[src/rtl/dma_regbank_pkg.sv]
package dma_regbank_pkg;
  localparam int ADDR_W = 12;
  localparam int DATA_W = 32;
  localparam int IDX_W  = 3;

  typedef enum logic [3:0] {
    RD_NONE, RD_IRQ, RD_TCM, RD_ERRM, RD_TCRAW, RD_ERRRAW,
    RD_ENMAP, RD_GCFG, RD_SYNC, RD_CHAN, RD_ID
  } rdSel_e;

  typedef struct packed {
    logic             wrChan;
    logic [IDX_W-1:0] chIdx;
    logic [2:0]       chReg;
    logic             wrGcfg;
    logic             wrSync;
    logic             clrTc;
    logic             clrErr;
    rdSel_e           rdSel;
    logic [2:0]       idIdx;
  } regStrobe_t;
endpackage

[src/rtl/dma_regbank_ctrl.sv]
module dma_regbank_ctrl
  import dma_regbank_pkg::*;
#(
  parameter int NUM_CH = 8
) (
  input  logic [ADDR_W-1:0] regAddr,
  input  logic              regWe,
  output regStrobe_t        strb
);
  localparam logic [2:0] LAST_CH_REG = 3'd4;

  logic [IDX_W-1:0] idx;
  logic [2:0]       sub;
  logic [9:0]       word;

  assign idx  = regAddr[7:5];
  assign sub  = regAddr[4:2];
  assign word = regAddr[ADDR_W-1:2];

  always_comb begin
    strb = '0;
    strb.rdSel = RD_NONE;
    strb.chIdx = idx;
    strb.chReg = sub;
    strb.idIdx = sub;
    if (regAddr[11:8] == 4'h1) begin
      if ((int'(idx) < NUM_CH) && (sub <= LAST_CH_REG)) begin
        strb.rdSel  = RD_CHAN;
        strb.wrChan = regWe;
      end
    end else if (regAddr[11:5] == 7'h7F) begin
      strb.rdSel = RD_ID;
    end else begin
      case (word)
        10'h000: strb.rdSel = RD_IRQ;
        10'h001: strb.rdSel = RD_TCM;
        10'h002: strb.clrTc = regWe;
        10'h003: strb.rdSel = RD_ERRM;
        10'h004: strb.clrErr = regWe;
        10'h005: strb.rdSel = RD_TCRAW;
        10'h006: strb.rdSel = RD_ERRRAW;
        10'h007: strb.rdSel = RD_ENMAP;
        10'h00C: begin strb.rdSel = RD_GCFG; strb.wrGcfg = regWe; end
        10'h00D: begin strb.rdSel = RD_SYNC; strb.wrSync = regWe; end
        default: strb.rdSel = RD_NONE;
      endcase
    end
  end
endmodule

[src/rtl/dma_regbank_data.sv]
module dma_regbank_data
  import dma_regbank_pkg::*;
#(
  parameter int NUM_CH = 8
) (
  input  logic              clk,
  input  logic              rstN,
  input  regStrobe_t        strb,
  input  logic [DATA_W-1:0] regWdata,
  input  logic [NUM_CH-1:0] chDone,
  input  logic [NUM_CH-1:0] chErr,
  output logic [DATA_W-1:0] regRdata,
  output logic              irqOut,
  output logic              dmaEnable,
  output logic [NUM_CH-1:0] rawTc,
  output logic [NUM_CH-1:0] rawErr
);
  localparam int PAD_W   = DATA_W - NUM_CH;
  localparam int TC_EN   = 15;
  localparam int ERR_EN  = 14;
  localparam int CH_ON   = 0;

  logic [DATA_W-1:0] chSrc  [NUM_CH];
  logic [DATA_W-1:0] chDst  [NUM_CH];
  logic [DATA_W-1:0] chLink [NUM_CH];
  logic [DATA_W-1:0] chCtl  [NUM_CH];
  logic [DATA_W-1:0] chCfg  [NUM_CH];
  logic [DATA_W-1:0] gCfg, syncWord;
  logic [NUM_CH-1:0] tcMask, errMask, enMap, tcMasked, errMasked;
  logic [NUM_CH-1:0] clrTcVec, clrErrVec;
  logic [DATA_W-1:0] chWord;
  logic [7:0]        idByte;

  for (genvar n = 0; n < NUM_CH; n++) begin : g_ch
    always_ff @(posedge clk) begin
      if (!rstN) begin
        chSrc[n] <= '0; chDst[n] <= '0; chLink[n] <= '0;
        chCtl[n] <= '0; chCfg[n] <= '0;
      end else if (strb.wrChan && (int'(strb.chIdx) == n)) begin
        case (strb.chReg)
          3'd0: chSrc[n]  <= regWdata;
          3'd1: chDst[n]  <= regWdata;
          3'd2: chLink[n] <= regWdata;
          3'd3: chCtl[n]  <= regWdata;
          3'd4: chCfg[n]  <= regWdata;
          default: ;
        endcase
      end
    end
    assign tcMask[n]  = chCfg[n][TC_EN];
    assign errMask[n] = chCfg[n][ERR_EN];
    assign enMap[n]   = chCfg[n][CH_ON];
  end

  always_ff @(posedge clk) begin
    if (!rstN) begin
      gCfg <= '0;
      syncWord <= '0;
    end else begin
      if (strb.wrGcfg) gCfg <= regWdata;
      if (strb.wrSync) syncWord <= regWdata;
    end
  end

  // set pulses are ORed in after the clear, so a coinciding set survives
  assign clrTcVec  = strb.clrTc  ? regWdata[NUM_CH-1:0] : '0;
  assign clrErrVec = strb.clrErr ? regWdata[NUM_CH-1:0] : '0;

  always_ff @(posedge clk) begin
    if (!rstN) begin
      rawTc  <= '0;
      rawErr <= '0;
    end else begin
      rawTc  <= (rawTc  & ~clrTcVec)  | chDone;
      rawErr <= (rawErr & ~clrErrVec) | chErr;
    end
  end

  assign tcMasked  = rawTc & tcMask;
  assign errMasked = rawErr & errMask;
  assign irqOut    = |{tcMasked, errMasked};
  assign dmaEnable = gCfg[0];

  always_comb begin
    chWord = '0;
    for (int n = 0; n < NUM_CH; n++) begin
      if (int'(strb.chIdx) == n) begin
        case (strb.chReg)
          3'd0: chWord = chSrc[n];
          3'd1: chWord = chDst[n];
          3'd2: chWord = chLink[n];
          3'd3: chWord = chCtl[n];
          3'd4: chWord = chCfg[n];
          default: chWord = '0;
        endcase
      end
    end
  end

  always_comb begin
    case (strb.idIdx)
      3'd0: idByte = (NUM_CH == 8) ? 8'h80 : 8'h81;
      3'd1: idByte = 8'h10;
      3'd2: idByte = 8'h04;
      3'd3: idByte = 8'h0A;
      3'd4: idByte = 8'h0D;
      3'd5: idByte = 8'hF0;
      3'd6: idByte = 8'h05;
      default: idByte = 8'hB1;
    endcase
  end

  always_comb begin
    case (strb.rdSel)
      RD_IRQ:    regRdata = {{PAD_W{1'b0}}, tcMasked | errMasked};
      RD_TCM:    regRdata = {{PAD_W{1'b0}}, tcMasked};
      RD_ERRM:   regRdata = {{PAD_W{1'b0}}, errMasked};
      RD_TCRAW:  regRdata = {{PAD_W{1'b0}}, rawTc};
      RD_ERRRAW: regRdata = {{PAD_W{1'b0}}, rawErr};
      RD_ENMAP:  regRdata = {{PAD_W{1'b0}}, enMap};
      RD_GCFG:   regRdata = gCfg;
      RD_SYNC:   regRdata = syncWord;
      RD_CHAN:   regRdata = chWord;
      RD_ID:     regRdata = {24'h0, idByte};
      default:   regRdata = '0;
    endcase
  end
endmodule

[src/rtl/dma_regbank.sv]
module dma_regbank
  import dma_regbank_pkg::*;
#(
  parameter int NUM_CH = 8
) (
  input  logic              clk,
  input  logic              rstN,
  input  logic [11:0]       regAddr,
  input  logic              regWe,
  input  logic [31:0]       regWdata,
  output logic [31:0]       regRdata,
  input  logic [NUM_CH-1:0] chDone,
  input  logic [NUM_CH-1:0] chErr,
  output logic              irqOut,
  output logic              dmaEnable
);
  regStrobe_t        strb;
  logic [NUM_CH-1:0] rawTc, rawErr;

  dma_regbank_ctrl #(.NUM_CH(NUM_CH)) u_ctrl (
    .regAddr(regAddr), .regWe(regWe), .strb(strb)
  );

  dma_regbank_data #(.NUM_CH(NUM_CH)) u_data (
    .clk(clk), .rstN(rstN), .strb(strb), .regWdata(regWdata),
    .chDone(chDone), .chErr(chErr), .regRdata(regRdata),
    .irqOut(irqOut), .dmaEnable(dmaEnable), .rawTc(rawTc), .rawErr(rawErr)
  );
endmodule

[config.mk]
export PLATFORM = sky130hd
export DESIGN_NAME = dma_regbank
export DESIGN_NICKNAME = d
export VERILOG_FILES = /design/src/rtl/dma_regbank_pkg.sv /design/src/rtl/dma_regbank_ctrl.sv /design/src/rtl/dma_regbank_data.sv /design/src/rtl/dma_regbank.sv
export SDC_FILE = /design/constraint.sdc
export NUM_CORES = 2
export LEC_CHECK = 0
export BUFFER_PORTS_ARGS = -buffer_cell sky130_fd_sc_hd__buf_2
export CAP_MARGIN = 20
export CORE_MARGIN = 1.5
export CORE_UTILIZATION = 35
export DETAILED_ROUTE_END_ITERATION = 6
export GPL_TIMING_DRIVEN = 0
export PLACE_DENSITY = 0.54
export SLEW_MARGIN = 0
export SYNTH_ARGS = -nofsm -noshare
export SYNTH_HDL_FRONTEND = slang
export SYNTH_SLANG_ARGS = --single-unit
[constraint.sdc]
create_clock -name clk -period 5.53 [get_ports clk]
set_input_delay 0.553 -clock clk [delete_from_list [all_inputs] [get_ports clk]]
set_output_delay 0.553 -clock clk [all_outputs]
set_load 0.02 [all_outputs]
---- After elaboration in Yosys (flattened, before gate mapping) ----
Memories as Yosys holds them, arrays and structs flattened.
Cells that the tools add are included.
storage, ports and cells
  memories kept ........................... 5
  bits of input ports ..................... 63
  memory bits (writable) .................. 1280
  bits in registers ....................... 80
  logic and storage cells ................. 303
  output and inout bits ................... 34
memories
  memory         words  width  rd ports  clocked after memory_dff  write ports  RTL line                RTL
  u_data.chCfg   8      32     8         0                         8            dma_regbank_data.sv:27  logic [DATA_W-1:0] chCfg [NUM_CH];
  u_data.chCtl   8      32     8         0                         8            dma_regbank_data.sv:26  logic [DATA_W-1:0] chCtl [NUM_CH];
  u_data.chDst   8      32     8         0                         8            dma_regbank_data.sv:24  logic [DATA_W-1:0] chDst [NUM_CH];
  u_data.chLink  8      32     8         0                         8            dma_regbank_data.sv:25  logic [DATA_W-1:0] chLink [NUM_CH];
  u_data.chSrc   8      32     8         0                         8            dma_regbank_data.sv:23  logic [DATA_W-1:0] chSrc [NUM_CH];
cells by class
  multiplexer cells ....................... 198
  magnitude comparators ................... 1
  bitwise operators ....................... 49
  reduce and logical (&&, ||, !) cells .... 12
  eq/ne operators ......................... 34
operators by type and width
  operator               number
  $mux W32               48
  $pmux W32 S5           8
  $pmux W32 S10          1
  $mux W1                132
  $pmux W8 S7            1
  $eq A10 B3 Y1 const B  4
  $or A1 B1 Y1           40
  $and A8 B8 Y8          4
  $pmux W4 S8            1
  $or A8 B8 Y8           3
  $eq A3 B3 Y1 const B   7
  $eq A10 B2 Y1 const B  2
  $eq A10 B4 Y1 const B  2
  $mux W4                5
  $eq A4 B3 Y1 const B   4
  $mux W8                2
  $not A8 Y8             2
  $reduce_or A16 Y1      1
  $eq A3 B2 Y1 const B   4
  $eq A4 B4 Y1 const B   3
  $eq A10 B1 Y1 const B  1
  $logic_not A10 Y1      1
  $eq A4 B1 Y1 const B   2
  $eq A4 B2 Y1 const B   2
  other kinds (5)        14

---- Depth between registers and ports, before layout ----
  depth in word-level cells ............... 11
  gate-level depth with buffers ........... 12
  depth with buffers taken out ............ 7

---- Hierarchy ----
From an unflattened synthesis, not the netlist that was laid out.
unflattened totals
  cell total of the unflattened synthesis .. 5079
  area total of the unflattened synthesis .. 63619.8 µm²
by module, submodules not included
  module            instances  sequential area each (µm²)  area each (µm²)  cells an instance
  dma_regbank_data  1          40038.4                     63313.2          5035
  dma_regbank_ctrl  1          0.0                         306.5            44

---- Worst setup path before layout ----
Ideal clock, no wire load.
  kind .................................... input port to flip-flop
  from .................................... input regAddr[2]
  to ...................................... memory u_data.chCfg[2][0], in the netlist u_data.chCfg[0][64], enable pin
  data required time ...................... 5.064 ns
  cell stages on the path ................. 8
  buffers on the path ..................... 3
  setup time .............................. 0.466 ns
  slack ................................... 1.140 ns
  arrival ................................. 3.924 ns
  cell sequence ........................... buf_4 or2_1 buf_2 nand2_1 and3_1 buf_2 nand2_2 o21ai_0
RTL lines
  element             RTL line                RTL
  start: declaration  dma_regbank.sv:8        input logic [11:0] regAddr,
  end: declaration    dma_regbank_data.sv:27

---- Worst setup path in the final report ----
  from .................................... input regAddr[2]
  to ...................................... output regRdata[13]
on the way
  cells in the longest elaborated chain, start to end .. 11
  elaborated cells between the ends (all ways) .. 45
  classes of those cells .................. order compare: 1; eq/ne: 21; mux: 21; reduce/logical: 2
ends and longest elaborated chain
  element                               RTL line                 RTL
  $eq A3 B3 Y1 (tied with other cells)  dma_regbank_data.sv:88   case (strb.chReg)
  $pmux W32 S5                          dma_regbank_data.sv:88
  $mux W32 (8 in series)                dma_regbank_data.sv:87   if (int'(strb.chIdx) == n) begin
  $pmux W32 S10 (*)                     dma_regbank_data.sv:114  case (strb.rdSel)
  end: declaration                      dma_regbank.sv:11        output logic [31:0] regRdata,
Mark *: on every way between the ends. The rest lies on a longest branch, timed or not.

==> summary by stage <==
Run status
The run finished, with violations left. The checks that failed: design-rule violations, negative setup slack.

Die
The number of standard-cell rows in the floorplan is 156. The floorplan step set the die height to 429 µm. Once the floorplan was initialized, standard cells occupied 35.2% of the core.

The number of top-level pins is 97. The floorplan step defined a core boundary enclosing 0.181 mm². From left edge to right edge, the die measures 429 µm. The die footprint is 0.184 mm².

Synth
Yosys mapped the design onto 74 distinct sky130hd cell types. The yosys synthesis warning count is 0. The number of synthesized flops with an enable pin is 1,280. A synthesized cell averages 12.4 µm².

The synthesized design contains 1,360 register bits. Sequential cells were found to cover 62.9% of the synthesized design area. The post-synthesis instance total is 5,132. After synthesis, the share of flip-flops with an asynchronous set or reset is 0%. After synthesis the cells add up to 0.0636 mm². Synthesis produced a netlist with a net count of 5,195. The dominant register cell in the synthesized netlist is sky130_fd_sc_hd__edfxtp_1.

Worst setup path
For this run, the slowest stage of the critical path takes 880 ps. The worst flop-to-flop path endpoint is u_data.rawErr[0]. The worst register-to-register path begins at u_data.rawErr[0].

The depth of the worst register-to-register path is 2. For the worst setup path, the data required time is 4980 ps. The register-to-register path setup slack is 4480 ps. The kind of start point of the critical path is an input pin.

The category of the most critical setup path is in2out. The kind of cell adding the most delay to the critical path is buffers and inverters. Data arrives at the worst endpoint at 5310 ps. In this design, the critical path's most frequently occurring cell is sky130_fd_sc_hd__buf_2.

Among all stages on the critical path, the largest delay is contributed by sky130_fd_sc_hd__buf_2. STA classifies the critical path endpoint as a primary output. The sum of buffers and inverters on the critical path is 8. The critical path goes through buf_4, buf_4, buf_4, buf_2, buf_2, buf_2, o22ai_1, a2111oi_0, buf_1, o21ai_0, buf_2. The maximum fanout along the worst path is 10.

Flow run
The max-cap check violation count is 0.

Routing
In the routed design, unresolved DRC markers number 11. The ratio of routed vias to standard cells is 6.57. The count of TritonRoute iterations in the first routing pass is 7.

Detailed routing inserted a total of 52.9k vias. The final wirelength is 383,000 µm. The number of DRC markers in iteration 0 is 10.7k. The per-cell routed wire length is 47.6 µm. The detail route stage leaves a number of antenna-violating nets equal to 0.

Timing
The post-layout worst setup margin is -335 ps. Dividing the final minimum period by the clock period gives 106%. The maximum frequency from static timing analysis is 0.171 GHz. Setup violations remaining at the end of the flow were counted as 22. The final-report max-slew violation count is 0.

Between clock sinks in the finished design, the worst skew comes to 0 ps. At the pin with the least slew margin, the transition time is 1380 ps. Adding up every negative setup slack in the final design gives -3740 ps. The number of failing hold endpoints at the final stage is 0. The worst relative slew slack is 8.13%. The worst path in the final design needs a cycle of 5860 ps, including I/O delays and setup. Setup repair after global routing left no endpoint under its margin. The worst slack on hold paths is 15.3 ps.

Power
The part of the total power dissipated in sequential elements is 47.5%. Summed over all cells, the static leakage comes to 26.1 nW. The internal power contribution is 18.0 mW.

The clock network burns 41.3% of the power. The power density over the cells is 335 mW/mm². IR analysis of the VDD net gives a maximum drop of 0.242 mV. The switching power is 6.98 mW. The switching fraction of total power is 27.9%. The share of total power dissipated in combinational logic is 11.2%.

Cells and area
Cells with a size suffix above 1 make up 12.9% of the layout. Registers take 0.0400 mm². Once layout is done, the placed cells without fillers occupy 0.0748 mm². At the end of the flow, the number of nets in the layout was 5,566. The top cell types in the final layout, fill and taps aside, are sky130_fd_sc_hd__and2_1 (1,286), sky130_fd_sc_hd__edfxtp_1 (1,280), sky130_fd_sc_hd__clkbuf_1 (353), sky130_fd_sc_hd__mux2i_1 (269), sky130_fd_sc_hd__nand2_1 (248). Cells fill 41.4% of the core in the end.

The layout-stage area growth over the synthesis result is 17.6%. The multi-input combinational cells in the finished layout cover a total of 0.0217 mm². The filler cell count in the final layout is 17.0k. The leading cell type in the layout, fill and taps excluded is sky130_fd_sc_hd__and2_1.

Min path
The worst hold path was traced through 3 stages. The path with the worst hold slack has its endpoint at u_data.syncWord[31]. The startpoint of the tightest hold check path is regWdata[31]. The tightest min-delay check is of the in2reg type.

Clocking
TritonCTS built the clock tree. Once the clock tree was built, the setup fixing pass inserted 0 buffers. After clock tree synthesis, the clock-pin slew on the worst setup and hold paths is 60 ps. Clock tree synthesis inserted a total of 154 buffers. The source-to-sink clock delay at the later pin of the worst-skew pair is 830 ps. The tree is rooted in a sky130_fd_sc_hd__clkbuf_16. The worst-case clock buffer depth is 3. The clock sink count is 1,360.

The depth of the CTS H-tree is 4.

Place
Detailed placement ended at an HPWL of 271,000 µm. The weighted congestion reported at the end of routability-driven placement is 1.12. The placed instances occupy a cell area of 0.0694 mm². In this run the tool buffered the top-level ports with 92 buffer cells.

Global route
Entering global routing, the biggest net connects 23 pins. The wire length of the first global-routing pass is 484,000 µm. For this run, the total global-route usage over all layers was measured as 40.7%. The number of global-route vias before repair is 47.3k.

The overflow left after global routing is 0. The number of antenna violations at the first check in global routing came to 70.
## worst max path at each step
| stage | start | end | slack [ps] | cells after the start |
|---|---|---|---|---|
| after detailed placement | regAddr[3] | regRdata[11] | -750 | 11 |
| after CTS | regAddr[2] | regRdata[15] | 10 | 11 |
| final | regAddr[2] | regRdata[13] | -330 | 11 |
| after global routing | regAddr[2] | regRdata[22] | 40 | 11 |
| after global placement | regAddr[4] | u_data.chDst[0][60] | -6560 | 7 |
| after floorplan | regAddr[2] | u_data.chCfg[0][64] | 1140 | 8 |
## power by group through the flow
stage	combinational (mW)	clock (mW)	sequential [mW]
floorplan	0.954	0	12.1
global placement	2.38	0	12.2
detailed placement	2.56	0	12.1
CTS	2.59	10.2	11.9
global route	2.69	10.6	11.9
finish	2.80	10.3	11.9
## area by class of cell
type / count / share of cell area (%)
inverters: 5 / 0.0251
plain buffers: 512 / 3.27
repair buffers: 217 / 3.47
flip-flops and latches: 1360 / 53.5
clock buffers: 204 / 5.45
diodes: 67 / 0.224
multi-input cells: 3253 / 29.1
clock inverters: 72 / 0.984
well taps: 2370 / 3.97
## flip-flops by register name, summed over array words and instances (netlist names)
signal	flops
u_data.chDst	256
u_data.chLink	256
u_data.chCfg	256
u_data.rawErr	8
u_data.chCtl	256
u_data.syncWord	32
u_data.chSrc	256
u_data.gCfg	32
u_data.rawTc	8
## Yosys cell counts (all sizes together), types with 81 or more instances
cell / instances / area share [%]
nor2: 189 / 1.1
a221oi: 95 / 1.3
buf: 183 / 1.8
o21ai: 273 / 2.1
and2: 1287 / 13
a21boi: 81 / 0.96
clkbuf: 331 / 2.0
a21oi: 181 / 1.4
nand2: 254 / 1.5
edfxtp: 1280 / 60
a22oi: 120 / 1.4
mux2i: 269 / 4.2
## timing repair
item                       4_1_cts  5_1_grt
hold endpoints to repair        28        0
pin swaps                        1        0
gates resized for setup         30        8
setup endpoints to repair       20       14
hold buffers                    26        0
## cells by family (layout without fill, tap and decap cells)
family | after synthesis | in the layout | share of synthesized area, %
muxes | 330 | 330 | 5.69
DFF | 1360 | 1360 | 62.9
buffers and inverters | 519 | 1010 | 3.74
AOI/OAI and AO/OA | 1048 | 1048 | 10.9
and+or+nand+nor | 1874 | 1874 | 16.7
other | 0 | 67 | 0
xor gates and xnor gates | 1 | 1 | 0.0138
## stage by stage
step / total power, mW / setup slack, ps / instances
2_1_floorplan: 13.0 / 1140 / 5132
3_3_place_gp: 14.6 / -6560 / 7594
3_5_place_dp: 14.7 / -752 / 7688
4_1_cts: 24.7 / 12.7 / 7989
5_1_grt: 25.2 / 44.3 / 8005
6_report: 25.0 / -335 / 8060
## routing by layer
layer  vias to the layer above  GRT usage, %  wire [µm]
met2                      5267          55.3     154000
li1                      19500             -          -
met3                      1432          16.8      56200
met4                        33          34.1      37500
met1                     26600          49.9     136000
met5                         -             0        292
## worst register-to-register path: stages (launching register included)
cell and delay (ps):
sky130_fd_sc_hd__dfxtp_1 640, sky130_fd_sc_hd__a21boi_0 250, sky130_fd_sc_hd__o21a_1 120
Note: power is estimated with default switching activity, not from simulation.
